===== src/rtl/hbw_pkg.sv =====
// Shared types and byte-lane helpers for the host bridge window decoder.
// Assumes a 32-bit, 4-lane little-endian data path.
package hbw_pkg;

    typedef enum logic [2:0] {
        TGT_IO,
        TGT_GPIO,
        TGT_CADDR,
        TGT_CDATA,
        TGT_CDOFF,
        TGT_IACK,
        TGT_NONE
    } hbw_tgt_e;

    // Expand 4 byte enables into a 32-bit bit mask.
    function automatic logic [31:0] lane_mask(input logic [3:0] be);
        logic [31:0] m;
        for (int i = 0; i < 4; i++) begin
            m[i*8 +: 8] = {8{be[i]}};
        end
        return m;
    endfunction

    // Replace only the enabled lanes of an old word with new data.
    function automatic logic [31:0] lane_merge(input logic [31:0] old_w,
                                               input logic [31:0] new_w,
                                               input logic [3:0]  be);
        logic [31:0] m;
        m = lane_mask(be);
        return (old_w & ~m) | (new_w & m);
    endfunction

endpackage


===== src/rtl/hbw_target_decode.sv =====
// Combinational target selection for one request.
// Assumes the window offset is a byte address. Decoding is on the word
// address. The I/O range is checked first and wins over everything else.
module hbw_target_decode
    import hbw_pkg::*;
#(
    parameter int          AW        = 24,
    parameter logic [23:0] IO_LIMIT  = 24'hC00000,
    parameter logic [23:0] CADDR_OFS = 24'hC00CF8,
    parameter logic [23:0] CDATA_OFS = 24'hE00CFC,
    parameter logic [23:0] IACK_OFS  = 24'hF00000
) (
    input  logic [AW-1:0] addr,
    input  logic          write,
    input  logic [3:0]    be,
    input  logic          cfg_en,
    input  logic          win_mapped,
    input  logic [AW-3:0] win_word,
    output hbw_tgt_e      tgt
);
    localparam int WAW = AW - 2;
    localparam logic [WAW-1:0] CADDR_W = CADDR_OFS[AW-1:2];
    localparam logic [WAW-1:0] CDATA_W = CDATA_OFS[AW-1:2];
    localparam logic [WAW-1:0] IACK_W  = IACK_OFS[AW-1:2];

    logic [WAW-1:0] word;
    assign word = addr[AW-1:2];

    // Priority decode: I/O space, then the fixed register words, else unmapped.
    always_comb begin
        if (addr < IO_LIMIT[AW-1:0]) begin
            tgt = (win_mapped && word == win_word) ? TGT_GPIO : TGT_IO;
        end else if (word == CADDR_W) begin
            tgt = TGT_CADDR;
        end else if (word == CDATA_W) begin
            tgt = cfg_en ? TGT_CDATA : TGT_CDOFF;
        end else if (word == IACK_W && !write && be[0]) begin
            tgt = TGT_IACK;
        end else begin
            tgt = TGT_NONE;
        end
    end
endmodule


===== src/rtl/hbw_cfg_addr_reg.sv =====
// Configuration address register with byte-lane writes.
// Reserved bits 30:24 and 1:0 are held at zero. Fields are decoded for
// the configuration port.
module hbw_cfg_addr_reg
    import hbw_pkg::*;
(
    input  logic        clk,
    input  logic        rst_n,
    input  logic        wr_en,
    input  logic [3:0]  be,
    input  logic [31:0] wdata,
    output logic [31:0] value,
    output logic        en,
    output logic [7:0]  bus,
    output logic [4:0]  dev,
    output logic [2:0]  fn,
    output logic [5:0]  regn
);
    localparam logic [31:0] KEEP = 32'h80FF_FFFC;

    // Hold the register; merge enabled lanes on a write.
    always_ff @(posedge clk) begin
        if (!rst_n) begin
            value <= '0;
        end else if (wr_en) begin
            value <= lane_merge(value, wdata, be) & KEEP;
        end
    end

    assign en   = value[31];
    assign bus  = value[23:16];
    assign dev  = value[15:11];
    assign fn   = value[10:8];
    assign regn = value[7:2];
endmodule


===== src/rtl/hbw_gpio_snoop.sv =====
// Watches configuration writes to the bridge's own function. It latches
// the GPIO base and maps the GPIO window on the magic value. Assumes
// cfg_wr is high only for enabled data-port writes.
module hbw_gpio_snoop
    import hbw_pkg::*;
#(
    parameter int         AW         = 24,
    parameter logic [7:0] BRIDGE_BUS = 8'd0,
    parameter logic [4:0] BRIDGE_DEV = 5'd0,
    parameter logic [2:0] BRIDGE_FN  = 3'd0,
    parameter logic [7:0] BASE_REG   = 8'h40,
    parameter logic [7:0] MAP_REG    = 8'h44,
    parameter logic [7:0] MAGIC      = 8'h11,
    parameter logic [7:0] WIN_OFS    = 8'h38
) (
    input  logic          clk,
    input  logic          rst_n,
    input  logic          cfg_wr,
    input  logic [7:0]    bus,
    input  logic [4:0]    dev,
    input  logic [2:0]    fn,
    input  logic [5:0]    regn,
    input  logic [3:0]    be,
    input  logic [31:0]   wdata,
    output logic          mapped,
    output logic [AW-3:0] win_word
);
    localparam logic [5:0] BASE_DW = BASE_REG[7:2];
    localparam logic [5:0] MAP_DW  = MAP_REG[7:2];

    logic [31:0] base_q;
    logic [AW-1:0] start;
    logic        own_fn;
    logic        magic_hit;

    assign own_fn    = cfg_wr && bus == BRIDGE_BUS && dev == BRIDGE_DEV && fn == BRIDGE_FN;
    assign magic_hit = own_fn && regn == MAP_DW && be[0]
                       && (wdata & lane_mask(be)) == {24'h0, MAGIC};
    assign start     = base_q[AW-1:0] + {{(AW-8){1'b0}}, WIN_OFS};

    // Latch the GPIO base from writes to the bridge base register.
    always_ff @(posedge clk) begin
        if (!rst_n) begin
            base_q <= '0;
        end else if (own_fn && regn == BASE_DW) begin
            base_q <= lane_merge(base_q, wdata, be);
        end
    end

    // Place or re-place the window when the magic value is written.
    always_ff @(posedge clk) begin
        if (!rst_n) begin
            mapped   <= 1'b0;
            win_word <= '0;
        end else if (magic_hit) begin
            mapped   <= 1'b1;
            win_word <= start[AW-1:2];
        end
    end

    AST_MAP_STICKY: assert property (@(posedge clk) disable iff (!rst_n)
        mapped |=> mapped);
    AST_WIN_MOVES_ON_MAGIC: assert property (@(posedge clk) disable iff (!rst_n)
        (mapped && !cfg_wr) |=> $stable(win_word));
endmodule


===== src/rtl/hbw_window_decode.sv =====
// Top of the host bridge register window decoder. It steers each request
// to the I/O forward path, the GPIO port, the configuration address or
// data port, or the interrupt acknowledge. Target read data must be valid
// in the request cycle. The response is registered one cycle later.
module hbw_window_decode
    import hbw_pkg::*;
#(
    parameter int          AW        = 24,
    parameter logic [23:0] IO_LIMIT  = 24'hC00000,
    parameter logic [23:0] CADDR_OFS = 24'hC00CF8,
    parameter logic [23:0] CDATA_OFS = 24'hE00CFC,
    parameter logic [23:0] IACK_OFS  = 24'hF00000
) (
    input  logic          clk,
    input  logic          rst_n,
    input  logic          req_valid,
    input  logic          req_write,
    input  logic [AW-1:0] req_addr,
    input  logic [3:0]    req_be,
    input  logic [31:0]   req_wdata,
    output logic          rsp_valid,
    output logic [31:0]   rsp_rdata,
    output logic          unmapped_pulse,
    output logic          fwd_write,
    output logic [3:0]    fwd_be,
    output logic [31:0]   fwd_wdata,
    output logic          io_valid,
    output logic [AW-1:0] io_addr,
    input  logic [31:0]   io_rdata,
    output logic          gpio_valid,
    input  logic [31:0]   gpio_rdata,
    output logic          cfg_valid,
    output logic [7:0]    cfg_bus,
    output logic [4:0]    cfg_dev,
    output logic [2:0]    cfg_fn,
    output logic [5:0]    cfg_reg,
    input  logic [31:0]   cfg_rdata,
    output logic          iack_valid,
    input  logic [7:0]    iack_vector
);
    hbw_tgt_e      tgt;
    logic [31:0]   caddr_val;
    logic          cfg_en;
    logic          win_mapped;
    logic [AW-3:0] win_word;
    logic          caddr_wr;
    logic [31:0]   rd_next;

    hbw_target_decode #(
        .AW(AW), .IO_LIMIT(IO_LIMIT), .CADDR_OFS(CADDR_OFS),
        .CDATA_OFS(CDATA_OFS), .IACK_OFS(IACK_OFS)
    ) u_dec (
        .addr(req_addr), .write(req_write), .be(req_be), .cfg_en(cfg_en),
        .win_mapped(win_mapped), .win_word(win_word), .tgt(tgt)
    );

    assign caddr_wr = req_valid && req_write && tgt == TGT_CADDR;

    hbw_cfg_addr_reg u_caddr (
        .clk(clk), .rst_n(rst_n), .wr_en(caddr_wr), .be(req_be),
        .wdata(req_wdata), .value(caddr_val), .en(cfg_en), .bus(cfg_bus),
        .dev(cfg_dev), .fn(cfg_fn), .regn(cfg_reg)
    );

    hbw_gpio_snoop #(.AW(AW)) u_snoop (
        .clk(clk), .rst_n(rst_n), .cfg_wr(cfg_valid && req_write),
        .bus(cfg_bus), .dev(cfg_dev), .fn(cfg_fn), .regn(cfg_reg),
        .be(req_be), .wdata(req_wdata), .mapped(win_mapped), .win_word(win_word)
    );

    assign fwd_write  = req_write;
    assign fwd_be     = req_be;
    assign fwd_wdata  = req_wdata;
    assign io_addr    = req_addr;
    assign io_valid   = req_valid && tgt == TGT_IO;
    assign gpio_valid = req_valid && tgt == TGT_GPIO;
    assign cfg_valid  = req_valid && tgt == TGT_CDATA;
    assign iack_valid = req_valid && tgt == TGT_IACK;

    // Select the read value for the chosen target; unmapped reads give all ones.
    always_comb begin
        case (tgt)
            TGT_IO:    rd_next = io_rdata;
            TGT_GPIO:  rd_next = gpio_rdata;
            TGT_CADDR: rd_next = caddr_val;
            TGT_CDATA: rd_next = cfg_rdata;
            TGT_IACK:  rd_next = {24'h0, iack_vector};
            default:   rd_next = '1;
        endcase
    end

    // Register the response and the unmapped debug flag.
    always_ff @(posedge clk) begin
        if (!rst_n) begin
            rsp_valid      <= 1'b0;
            rsp_rdata      <= '0;
            unmapped_pulse <= 1'b0;
        end else begin
            rsp_valid      <= req_valid;
            unmapped_pulse <= req_valid && tgt == TGT_NONE;
            if (req_valid) begin
                rsp_rdata <= rd_next;
            end
        end
    end

    AST_IO_BELOW_LIMIT: assert property (@(posedge clk) disable iff (!rst_n)
        io_valid |-> req_addr < IO_LIMIT[AW-1:0]);
    AST_CFG_NEEDS_EN: assert property (@(posedge clk) disable iff (!rst_n)
        cfg_valid |-> caddr_val[31]);
    AST_IACK_READ_ONLY: assert property (@(posedge clk) disable iff (!rst_n)
        iack_valid |-> !req_write);
    AST_UNMAPPED_READ_ONES: assert property (@(posedge clk) disable iff (!rst_n)
        (unmapped_pulse && !$past(req_write)) |-> rsp_rdata == 32'hFFFF_FFFF);
    AST_UNMAPPED_WITH_RSP: assert property (@(posedge clk) disable iff (!rst_n)
        unmapped_pulse |-> rsp_valid);
    AST_RSP_NEXT: assert property (@(posedge clk) disable iff (!rst_n)
        req_valid |=> rsp_valid);
    AST_NO_SPURIOUS_RSP: assert property (@(posedge clk) disable iff (!rst_n)
        !req_valid |=> !rsp_valid);
    AST_STROBE_ONEHOT: assert property (@(posedge clk) disable iff (!rst_n)
        $onehot0({io_valid, gpio_valid, cfg_valid, iack_valid}));
endmodule


===== config.mk =====
export PLATFORM = sky130hd
export DESIGN_NAME = hbw_window_decode
export DESIGN_NICKNAME = d
export VERILOG_FILES = /design/src/rtl/hbw_pkg.sv /design/src/rtl/hbw_target_decode.sv /design/src/rtl/hbw_cfg_addr_reg.sv /design/src/rtl/hbw_gpio_snoop.sv /design/src/rtl/hbw_window_decode.sv
export SDC_FILE = /design/constraint.sdc
export NUM_CORES = 1
export LEC_CHECK = 0
export BUFFER_PORTS_ARGS = -buffer_cell sky130_fd_sc_hd__buf_4
export CORE_ASPECT_RATIO = 1.2
export CORE_MARGIN = 4
export CORE_UTILIZATION = 50
export DETAILED_ROUTE_END_ITERATION = 12
export PLACE_DENSITY = 0.83
export SYNTH_ARGS = -nofsm -noshare
export SYNTH_HDL_FRONTEND = slang
export SYNTH_SLANG_ARGS = --single-unit

===== constraint.sdc =====
create_clock -name clk -period 5.6 [get_ports clk]
set_clock_uncertainty 0.1 [all_clocks]
set_input_delay 0.28 -clock clk [delete_from_list [all_inputs] [get_ports clk]]
set_output_delay 0.28 -clock clk [all_outputs]
set_load 0.05 [all_outputs]

# --- Yosys cells after proc, flatten, opt, wreduce, memory -nomap -nowiden ---
# Cells that the tools add are included.
word_totals:
  ff_bits: 112
  wordCells: 57
  out_inout_bits: 121
classes:
  bitwise_logic: 6
  n_mux: 7
  n_reduce_logical: 23
  add_sub_neg: 1
  eq_ne: 12
  n_lt_le_gt_ge: 1
op_table:
  columns: ["operator", "count"]
  rows:
  - ["$pmux 32 s5", 1]
  - ["$and 32x32->32", 3]
  - ["$eq 22x22->1 const B", 3]
  - ["$or 32x32->32", 2]
  - ["$eq 32x5->1 const B", 1]
  - ["$not 32->32", 1]
  - ["$add 24x6->24 const B", 1]
  - ["$lt 24x24->1 const B", 1]
  - ["$eq 22x22->1", 1]
  - ["$logic_and 1x1->1", 18]
  - ["$eq 6x5->1 const B", 2]
  - ["$mux 3", 4]
  - ["$logic_not 8->1", 1]
  - ["$eq 3x2->1 const B", 2]
  - ["$eq 3x3->1 const B", 2]
  - ["$logic_not 3->1", 2]
  - ["$logic_not 5->1", 1]
  - ["$eq 3x1->1 const B", 1]
  - ["$mux 2", 1]
  - ["$logic_not 1->1", 1]
  - ["$mux 1", 1]

# --- Depth between registers and ports, before layout ---
depth:
  depth_word: 16
  mapped_depth: 9
  ltp_nobuf: 8

# --- Modules after synthesis ---
# Synthesis repeated with hierarchy kept, for this count alone.
hier_totals:
  cells_unflattened: 800
  area_unflattened_um2: 6670.1
modules_own_cells:
  columns: ["mod", "n_inst", "seq_area_each_um2", "cells_each", "area_per_inst_um2"]
  rows:
  - ["hbw_window_decode", 1, 680.7, 362, 2860.2]
  - ["hbw_gpio_snoop", 1, 900.9, 246, 2192.1]
  - ["hbw_cfg_addr_reg", 1, 460.4, 141, 1243.7]
  - ["hbw_target_decode", 1, 0.0, 51, 374.1]

# --- Worst setup path after synthesis ---
# No wires, ideal clock.
synth_timing:
  path_kind: "reg-to-reg"
  from: "register (tool-made name)"
  to: "register u_snoop.win_word[14]"
  setup_ns: 0.116
  slack_ns: 2.914
  arrival_ns: 2.470
  path_stages_with_launch: 9
  period_less_slack_ns: 2.686
  n_path_buf: 2
  cell_sequence: "dfxtp_1 or4b_1 or4_1 nor4_4 and4_1 buf_4 buf_4 nand2_1 o211a_1"
synth_lines:
  columns: ["element", "line_no", "rtl"]
  rows:
  - ["end signal: assignment", "hbw_gpio_snoop.sv:57", "win_word <= start[AW-1:2];"]
  - ["end: declaration", "hbw_gpio_snoop.sv:26", "output logic [AW-3:0] win_word"]

==> out/qor.txt <==
CRITICAL PATH
---------------------------------------------------------------------------------
Setup slack of the most critical reg-to-reg path                          2870 ps
Slowest library cell on the worst path                               sky130_fd_sc_hd__or4_1
Startpoint type of the worst setup path                                  register
CP top delay family                                                  simple AND/OR/NAND/NOR gates
Ordered list of cells on the worst path                              or4b_1, or4_1, nor4_4, and4_1, buf_4, nand3_1, o211a_1
Category of the critical setup timing path                                reg2reg
Kind of end point of the critical path                                   register
Delay contributed by the slowest stage of the critical path                530 ps
Critical path data arrival time                                           2860 ps
Data required time of the worst path                                      5730 ps
Worst-path fanout max                                                          42
Buf+Inv Stages, Crit Path                                                       1

FINISH
---------------------------------------------------------------------------------
Most common cell after layout, fill and taps aside                   sky130_fd_sc_hd__buf_4
Fraction of final layout cells sized beyond drive strength 1                33.8%
Fill cell count                                                             1,016
Area growth from synthesis to final layout                                  34.5%
Total inserted antenna cells                                                    0
Nets@finish                                                                 1,081
Commonest cells after routing, fill and taps aside                   sky130_fd_sc_hd__buf_4 (293), sky130_fd_sc_hd__dfxtp_1 (102), sky130_fd_sc_hd__nand2_1 (88), sky130_fd_sc_hd__nand3_1 (62), sky130_fd_sc_hd__nor2_1 (49)

POWER
---------------------------------------------------------------------------------
Total Power Consumption                                                   1750 uW
Leakage power                                                          0.00350 uW
VDD IR-drop max                                                          0.134 mV
PwrDens                                                                222 nW/um2

STA
---------------------------------------------------------------------------------
Clock period minus final worst setup slack                                2730 ps
Setup repair after global routing missed its margin                         false
Summed negative setup slack over all endpoints                               0 ps
Max-slew headroom                                                           41.0%
Transition time at the pin with the least slew margin                      884 ps
Slew Limit Fails                                                                0
Number of hold-slack violations in the final timing report                      0
Setup violations, final                                                         0
Maximum clock rate                                                      0.366 GHz
Final period utilization                                                    48.7%

DETAILED ROUTING
---------------------------------------------------------------------------------
Post-DR wirelength/cell                                                   19.6 um
Detailed Route WL                                                         21.0 mm
Count of antenna-violating nets left after detailed routing                     0
DR vias                                                                     6,140
Residual DRC count                                                              0
Detailed-routing iteration count for the pre-antenna-repair pass                5
Initial detailed-routing violation count                                      443
Number of vias per cell after detailed routing                               5.72

CLOCK TREE
---------------------------------------------------------------------------------
# resized after CTS                                                             0
Count of buffers added by post-CTS timing repair for setup                      0
TritonCTS clock tree                                                         done
Root Buffer Master                                                   sky130_fd_sc_hd__clkbuf_16
Hold buffers post-CTS                                                           0
Later-pin clock latency in the skew report                                 340 ps
Inserted Clock Buffers                                                          9
CTS max path bufs                                                               2
CTS Sinks                                                                     102
Htree depth                                                                     3
Clock slew seen by the registers of the worst setup and hold paths          70 ps

SYNTH
---------------------------------------------------------------------------------
Fraction of registers with async set/reset                                     0%
Dominant register cell in the synthesized netlist                    sky130_fd_sc_hd__dfxtp_1
Mean instance size in the synthesized netlist                            8.17 um2
Post-synthesis adder-cell area fraction                                    0.214%
Number of enable-type register cells in the synthesized netlist                 0
Total number of yosys warnings                                                  0
Cell count after synthesis                                                    715
Number of nets produced by synthesis                                          884
Synthesized-area fraction occupied by xor and xnor cells                    5.85%
Simple logic cell fraction of the synthesized area                          25.1%
Main combinational cell family by area after synthesis               simple AND/OR/NAND/NOR gates
Cell area after synthesis                                                5840 um2
Seq/Total Area, Yosys                                                       34.9%
Multiplexer fraction of the synthesized cell area                           4.80%
Number of unique standard cell types used by synthesis                         42
Complex-gate fraction of the synthesized area                               17.6%
Post-synthesis register bit count                                             102

HOLD PATH
---------------------------------------------------------------------------------
Worst min path class                                                       in2reg

JOB
---------------------------------------------------------------------------------
Number of maximum-capacitance constraint violations                             0

DIE
---------------------------------------------------------------------------------
Die X                                                                      107 um
Area of the placeable core                                             11,500 um2
Starting density of the core                                                50.7%
Core Rows                                                                      43
I/O pin total                                                                 289
Vertical die dimension                                                     126 um
Full die area                                                          13,500 um2

GRT
---------------------------------------------------------------------------------
Global-route wire length before repair                                    31.6 mm
Antenna violations before repair                                                0
Vias in the first global route                                              5,790
GRT Resource Usage Total                                                    29.4%
Pin count of the biggest net entering global routing                          102
Total gr overflow                                                               0

STATUS
---------------------------------------------------------------------------------
Outcome                                                              complete, no violations

PLACE
---------------------------------------------------------------------------------
Port Buffers                                                                  284
HPWL Detailed                                                             16.1 mm
Routability-driven placement congestion ratio                               0.864

==> worst paths after layout <==
path | startpoint | end | cells past startpoint
max | register | u_snoop.win_word[3] | 7
min | gpio_rdata[23] | rsp_rdata[23] | 3
max reg2reg | register | u_snoop.win_word[3] | 7
min reg2reg | u_snoop.mapped | u_snoop.mapped | 1
==> synth_stat cells (2+ instances only) <==
master	count	share of area (%)
sky130_fd_sc_hd__xnor2_1	25	3.7
sky130_fd_sc_hd__nor2b_1	26	2.8
sky130_fd_sc_hd__a41oi_1	7	1.0
sky130_fd_sc_hd__and3_1	6	0.64
sky130_fd_sc_hd__nand3b_1	4	0.51
sky130_fd_sc_hd__nor4_1	11	1.2
sky130_fd_sc_hd__buf_8	2	0.51
sky130_fd_sc_hd__a31oi_1	24	2.6
sky130_fd_sc_hd__and2_1	6	0.64
sky130_fd_sc_hd__nor4b_1	2	0.30
sky130_fd_sc_hd__nor3_1	3	0.26
sky130_fd_sc_hd__o211a_1	19	3.3
sky130_fd_sc_hd__buf_4	63	8.1
sky130_fd_sc_hd__xor2_1	14	2.1
sky130_fd_sc_hd__nand4_1	8	0.86
sky130_fd_sc_hd__nor2_1	49	3.1
sky130_fd_sc_hd__nand2_1	88	5.7
sky130_fd_sc_hd__mux2i_1	28	4.8
sky130_fd_sc_hd__a21oi_1	5	0.43
sky130_fd_sc_hd__o21ai_0	35	3.0
sky130_fd_sc_hd__dfxtp_1	102	35
sky130_fd_sc_hd__clkbuf_1	41	2.6
sky130_fd_sc_hd__a221oi_1	8	1.2
sky130_fd_sc_hd__a22oi_1	22	2.8
sky130_fd_sc_hd__or3_1	2	0.21
sky130_fd_sc_hd__a21boi_0	22	2.8
sky130_fd_sc_hd__nand2b_1	3	0.32
sky130_fd_sc_hd__or4b_1	2	0.34
sky130_fd_sc_hd__and4_1	7	1.0
sky130_fd_sc_hd__or4_1	7	0.90
sky130_fd_sc_hd__nand3_1	62	5.3
sky130_fd_sc_hd__inv_1	2	0.13
==> final cells by class <==
class	instances	area (um2)	area share [%]
Timing Repair Buffer	293	2200	28.0
Clock buffer	14	264	3.36
Inverter	2	7.51	0.0955
Clock inverter	1	5.00	0.0637
Sequential cell	102	2040	26.0
Tap cell	157	196	2.50
Multi-Input combinational cell	504	3140	40.0
==> worst register-to-register path, cell delays in order (launching register included) <==
cell                      delay [ps]
sky130_fd_sc_hd__dfxtp_1         330
sky130_fd_sc_hd__or4b_1          520
sky130_fd_sc_hd__or4_1           530
sky130_fd_sc_hd__nor4_4          250
sky130_fd_sc_hd__and4_1          230
sky130_fd_sc_hd__buf_4           360
sky130_fd_sc_hd__nand3_1         140
sky130_fd_sc_hd__o211a_1         150
==> logic make-up after synthesis <==
group           after synthesis
flops                       102
xor+xnor                     39
fa+ha+maj                     1
simple gates                291
mux                          28
compound gates              145
buf+inv                     109
==> metal layers <==
| layer | global-route usage, % | vias to the layer above | wire length [um] |
|---|---|---|---|
| met1 | 36.4 | 2904 | 8360 |
| li1 | - | 2881 | - |
| met4 | 10.3 | 0 | 531 |
| met3 | 5.85 | 39 | 1690 |
| met2 | 50.7 | 316 | 10400 |
| met5 | 0 | - | 0 |
==> power by group <==
part | switching, uW | leakage [uW] | internal [uW]
Clock | 264 | 0.000133 | 324
Combinational | 251 | 0.00254 | 155
Sequential | 9.25 | 0.000830 | 743
==> metrics by stage <==
step / util (%) / setup WS, ps / instances / hold WS [ps] / cell area, um2
global placement: 65.9 / 2930 / 1058 / 351 / 7590
floorplan: - / 2910 / 715 / 322 / 5840
finish: 68.2 / 2870 / 1073 / 107 / 7860
CTS: 68.2 / 2870 / 1073 / 103 / 7860
detailed placement: 65.9 / 2890 / 1058 / 368 / 7590
global route: 68.2 / 2740 / 1073 / 107 / 7860
Power figures use the tool's default switching activity.
